**config.mk**
```make
export PLATFORM = sky130hd
export DESIGN_NAME = bucket_delay_splitter
export DESIGN_NICKNAME = d
export VERILOG_FILES = /design/src/rtl/bds_pkg.sv /design/src/rtl/bds_addr_split.sv /design/src/rtl/bds_ts_adjust.sv /design/src/rtl/bucket_delay_splitter.sv
export SDC_FILE = /design/constraint.sdc
export NUM_CORES = 1
export LEC_CHECK = 0
export BUFFER_PORTS_ARGS = -buffer_cell sky130_fd_sc_hd__buf_2
export CAP_MARGIN = 15
export CORE_MARGIN = 4
export CORE_UTILIZATION = 45
export CTS_CLUSTER_SIZE = 10
export DETAILED_ROUTE_END_ITERATION = 10
export GPL_TIMING_DRIVEN = 0
export PLACE_DENSITY_LB_ADDON = 0.25
export SETUP_SLACK_MARGIN = 0.05
export SYNTH_ARGS = -nofsm -noshare
export SYNTH_HDL_FRONTEND = slang
export SYNTH_SLANG_ARGS = --single-unit
```
**constraint.sdc**
```tcl
create_clock -name clk -period 2.15 [get_ports clk]
set_input_delay 0.215 -clock clk [delete_from_list [all_inputs] [get_ports clk]]
set_output_delay 0.215 -clock clk [all_outputs]
set_load 0.01 [all_outputs]
```
**src/rtl/bds_pkg.sv**
```systemverilog
package bds_pkg;

  // Classification of the entry seen at the inputs in one cycle.
  typedef enum logic [1:0] {
    ENTRY_IDLE = 2'd0,
    ENTRY_OK   = 2'd1,
    ENTRY_BAD  = 2'd2
  } entry_status_e;

endpackage

```
**src/rtl/bds_addr_split.sv**
```systemverilog
module bds_addr_split #(
  parameter int ADDR_W       = 10,
  parameter int BUCKET_COUNT = 828,
  parameter int STEP_BUCKETS = 4,
  localparam int FINE_W      = (STEP_BUCKETS > 1) ? $clog2(STEP_BUCKETS) : 1,
  localparam int SHIFT       = (STEP_BUCKETS > 1) ? $clog2(STEP_BUCKETS) : 0
) (
  input  logic [ADDR_W-1:0] addr,
  output logic [ADDR_W-1:0] coarse,
  output logic [FINE_W-1:0] fine,
  output logic              in_range
);

  localparam int LAST_BUCKET = BUCKET_COUNT - 1;

  assign in_range = (addr <= ADDR_W'(LAST_BUCKET));
  assign coarse   = addr >> SHIFT;

  // Buckets per tick is a power of two; the residual phase is the low bits.
  generate
    if (STEP_BUCKETS > 1) begin : g_residual
      assign fine = addr[FINE_W-1:0];
    end else begin : g_no_residual
      assign fine = '0;
    end
  endgenerate

  // coarse and fine recombine into the requested address.
  always_comb begin
    if (in_range) begin
      a_r4_split_recombines : assert (((coarse << SHIFT) | ADDR_W'(fine)) == addr)
        else $error("address split does not recombine");
    end
  end

endmodule

```
**src/rtl/bds_ts_adjust.sv**
```systemverilog
module bds_ts_adjust #(
  parameter int TS_W   = 32,
  parameter int ADDR_W = 10
) (
  input  logic [TS_W-1:0]   base_ts,
  input  logic [ADDR_W-1:0] coarse,
  input  logic              shift_en,
  output logic [TS_W-1:0]   ts_out
);

  localparam logic [TS_W-1:0] TS_MAX = '1;

  logic [TS_W:0] wide_sum;

  assign wide_sum = {1'b0, base_ts} + (TS_W+1)'(coarse);

  always_comb begin
    if (!shift_en)
      ts_out = base_ts;
    else if (wide_sum[TS_W])
      ts_out = TS_MAX;
    else
      ts_out = wide_sum[TS_W-1:0];
  end

  // a shifted timestamp never lands below its base (no wrap).
  always_comb begin
    if (shift_en) begin
      a_r7_no_wrap : assert (ts_out >= base_ts)
        else $error("adjusted timestamp wrapped");
    end
  end

endmodule

```
**src/rtl/bucket_delay_splitter.sv**
```systemverilog
module bucket_delay_splitter #(
  parameter int ADDR_W       = 10,
  parameter int TS_W         = 32,
  parameter int BUCKET_COUNT = 828,
  parameter int STEP_BUCKETS = 4,
  localparam int FINE_W      = (STEP_BUCKETS > 1) ? $clog2(STEP_BUCKETS) : 1
) (
  input  logic              clk,
  input  logic              rst,
  input  logic              in_valid,
  input  logic [ADDR_W-1:0] bucket_addr,
  input  logic [TS_W-1:0]   base_ts,
  input  logic              inj_entry,
  output logic              out_valid,
  output logic [TS_W-1:0]   adj_ts,
  output logic [FINE_W-1:0] fine_code,
  output logic              addr_err
);

  import bds_pkg::*;

  localparam int LAST_BUCKET = BUCKET_COUNT - 1;

  logic [ADDR_W-1:0] coarse;
  logic [FINE_W-1:0] fine;
  logic              in_range;
  logic [TS_W-1:0]   ts_next;
  entry_status_e     status;

  bds_addr_split #(
    .ADDR_W       (ADDR_W),
    .BUCKET_COUNT (BUCKET_COUNT),
    .STEP_BUCKETS (STEP_BUCKETS)
  ) u_split (
    .addr     (bucket_addr),
    .coarse   (coarse),
    .fine     (fine),
    .in_range (in_range)
  );

  bds_ts_adjust #(
    .TS_W   (TS_W),
    .ADDR_W (ADDR_W)
  ) u_adjust (
    .base_ts  (base_ts),
    .coarse   (coarse),
    .shift_en (inj_entry),
    .ts_out   (ts_next)
  );

  always_comb begin
    if (!in_valid)
      status = ENTRY_IDLE;
    else if (in_range)
      status = ENTRY_OK;
    else
      status = ENTRY_BAD;
  end

  always_ff @(posedge clk) begin
    if (rst) begin
      out_valid <= 1'b0;
      addr_err  <= 1'b0;
      adj_ts    <= '0;
      fine_code <= '0;
    end else begin
      out_valid <= (status == ENTRY_OK);
      addr_err  <= (status == ENTRY_BAD);
      if (status == ENTRY_OK) begin
        adj_ts    <= ts_next;
        fine_code <= fine;
      end
    end
  end

  // a result appears only one cycle after a strobe.
  a_r2_valid_follows_strobe : assert property (@(posedge clk) disable iff (rst)
    out_valid |-> $past(in_valid))
    else $error("out_valid without a preceding strobe");

  // a refused address raises the error and freezes the results.
  a_r6_bad_addr_held : assert property (@(posedge clk) disable iff (rst)
    (in_valid && bucket_addr > ADDR_W'(LAST_BUCKET)) |=>
      (addr_err && !out_valid && $stable(adj_ts) && $stable(fine_code)))
    else $error("refused address changed the outputs");

  // error and valid never coincide.
  a_r6_err_excludes_valid : assert property (@(posedge clk) disable iff (rst)
    !(addr_err && out_valid))
    else $error("addr_err and out_valid together");

  // an unflagged accepted entry keeps its base timestamp.
  a_r5_plain_passthrough : assert property (@(posedge clk) disable iff (rst)
    (in_valid && !inj_entry && bucket_addr <= ADDR_W'(LAST_BUCKET)) |=>
      (adj_ts == $past(base_ts)))
    else $error("unflagged entry timestamp altered");

  // an idle cycle leaves the results untouched.
  a_r9_idle_holds : assert property (@(posedge clk) disable iff (rst)
    !in_valid |=> (!out_valid && !addr_err && $stable(adj_ts) && $stable(fine_code)))
    else $error("idle cycle changed the outputs");

endmodule

```
==> metrics.txt <==
Cell Count, Final, Fillers Out=425; total wire length=roughly 6300 um; synth-to-layout area growth=28.2%; crit path max fanout=10; GPL Wtd Cong=0.850; Max transition margin=0.606; main combinational cell family by area after synthesis=simple AND/OR/NAND/NOR gates; Worst setup SP type=input pin; Mapped Nets=323; Yosys Warn Count=0; number of global-route vias before repair=approximately 2,200; Max Fclk=502 MHz; fin crit share=0.926; crit-path cells=buf_2, ha_1, fa_2, a211oi_2, o211ai_1, and2_1, a21oi_1, buf_4, a211oi_1; most frequent cells after synthesis=dfxtp_1 (36), nor2_1 (36), nand2_1 (27), xnor2_1 (23), a211oi_1 (19); first-pass GRT wire length=10,300 um; Worst Max-Slew Pin Slew=591 ps; Die Ht=approximately 80 um; main flop type after synthesis=dfxtp_1; Rows=25; H-tree depth=2; synthesized area=0.00230 mm2; share of layout cells above drive strength 1=0.344; CP Class=input pin to register; post-synthesis cell count=268; Leakage=1.23 nW; final setup TNS=0 ps; xor-xnor portion of the synthesized cell area=0.0990; post-synthesis mux area share=0.00435; Tmin final=about 2000 ps; Multi-input gate area=~0.0015 mm2; CP max stage delay=390 ps; Max Clock Skew=0 ps; Buffers & Inverters on Critical Path=2; Vias=2,299; ANT cells=0; Starting Density=0.475; post-synthesis sequential area ratio=0.313; core area=just under 0.005 mm2; GR Util All Layers=0.206; Max-cap violations=0; Fin. Hold Viols=0; Clk pin slew, worst setup/hold paths=around 80 ps; Final HPWL DP=4850 um; pwr/cell area=612 mW/mm2; simple-gate share of the synthesized area=0.257; count of cell types in the netlist=51; placed cells=415; Post-DRT Antenna Nets=0; largest net degree at the start of global routing=13; antenna violations before repair=0; Die ar.=around 0.0063 mm2; CTS Sinks=36; TritonCTS Buffers=5; Hold WC Path Type=input pin to register; mean post-synth cell area=8.59 um2; fillers=about 440; VDD IR-drop max=between 0.5 and 0.6 mV; root buf cell=clkbuf_8; Area contributors post-synth=dfxtp_1 (31%), xnor2_1 (8.8%), a211oi_1 (6.2%); Slew Limit Fails=0; status=finished clean; Synth Area in Compound Gates=0.233; Setup crit end kind=register; Critical Path AT=2140 ps; FF+latch count, synth=36; largest area contributor in the netlist=dfxtp_1; crit-path leading delay family=compound AO/OA/AOI/OAI gates; I/O pin count=82; iteration-0 DRC count of the detailed router=127; Crit path required time=2300 ps; hold-fix buffers at CTS=0; # port buffers=80; area share of the largest cell type after synthesis=0.313; routed len/inst=about 15 um; Vias/cell=5.41; Post-synth EDFFs=0; drt pass-1 iters=4; Sequential cell area=721 um2; Post-route DRC=0; CP max stage cell=fa_2; CTS max path bufs=2; global route overflow=0; RSZ-0062 raised after global routing=false; die width=79.5 um; final setup vio count=0; ys async rst share=0; CTS tree=built; fin nets=412; clk_lat worst skew=290 ps; post-layout instance area=between 0.002 and 0.003 mm2; placed cell areas=0.00279 mm2; post-synthesis adder-cell area fraction=0.0522
[flip-flops by register name, summed over array words and instances (netlist names)]
register   count
fine_code      2
adj_ts        32
out_valid      1
addr_err       1
[final cells by class]
cell class / instances / area share
Clock buffer: 5 / 0.0233
Timing Repair Buffer: 82 / 0.141
Sequential cell: 36 / 0.244
Buffer: 16 / 0.0293
Clock inverter: 3 / 0.0144
Multi-Input combinational cell: 211 / 0.513
Inverter: 5 / 0.00636
Tap cell: 67 / 0.0284
[per-stage QoR]
step,utilization,hold slack (ps),total power [mW],worst slack (ps)
3_5_place_dp,0.574,444,1.21,-346
3_3_place_gp,0.574,439,1.20,-354
4_1_cts,0.601,145,1.81,92.3
6_report,0.608,148,1.81,159
2_1_floorplan,-,351,1.03,92.4
5_1_grt,0.608,151,1.91,44.9
[timing repair]
action                                  in CTS  in global routing
gates resized for setup                      3                  9
pin swaps                                    1                  2
buffers inserted                             0                  2
endpoints found under the setup margin      16                 29
[per-layer routing]
metal / wire length [um] / vias to the layer above / global-route usage / share of wire
met4: 82 / 0 / 0.0722 / 0.013
met3: 485 / 10 / 0.0497 / 0.077
met1: 2810 / 1057 / 0.264 / 0.45
met5: 0 / - / 0 / 0
li1: - / 1155 / - / -
met2: 2900 / 77 / 0.336 / 0.46
[power breakdown]
group / internal (mW) / switching (mW) / total [mW] / leakage, nW
clock: 0.343 / 0.251 / 0.594 / 0.0541
sequential: 0.718 / 0.0244 / 0.743 / 0.298
combinational: 0.199 / 0.270 / 0.469 / 0.873
total: 1.26 / 0.545 / 1.81 / 1.23
[worst reg2reg max path, stage by stage, from the launching register on]
cell	delay (ps)
dfxtp_1	340
nor2_1	50
a211oi_1	260
[kinds of logic after synthesis]
logic type | after synthesis
simple gates | 104
xor+xnor | 26
flops | 36
buf+inv | 21
fa+ha+maj | 9
compound gates | 71
mux | 1
[cell usage in the layout (no fill, tap or decap), types with 2 or more instances in the layout]
cell / n
buf_2: 80
nor2_1: 36
dfxtp_1: 36
nand2_1: 26
xnor2_1: 23
a211oi_1: 17
a21oi_1: 12
clkbuf_1: 10
nor3_1: 8
ha_1: 8
o211ai_1: 7
o21ai_0: 7
a211oi_2: 6
a21o_1: 5
inv_1: 5
buf_4: 5
nor3b_2: 5
a221oi_1: 5
clkbuf_8: 5
nand3_1: 3
and3_1: 3
xor2_1: 3
nand4_1: 2
nor2b_1: 2
and2_1: 2
nand4_2: 2
buf_6: 2
nor3_2: 2
nand3b_1: 2
o221ai_1: 2
[final timing paths]
| path | startpoint | endpoint | slack (ps) | cells after the start |
|---|---|---|---|---|
| setup reg to reg | adj_ts[17]$_SDFFE_PP0P_ | adj_ts[17]$_SDFFE_PP0P_ | 1410 | 2 |
| setup / recovery | bucket_addr[2] | adj_ts[20]$_SDFFE_PP0P_ | 160 | 9 |
| hold reg to reg | fine_code[0]$_SDFFE_PP0P_ | fine_code[0]$_SDFFE_PP0P_ | 450 | 2 |
| hold / removal | bucket_addr[0] | fine_code[0]$_SDFFE_PP0P_ | 150 | 3 |
Power figures use the tool's default switching activity.
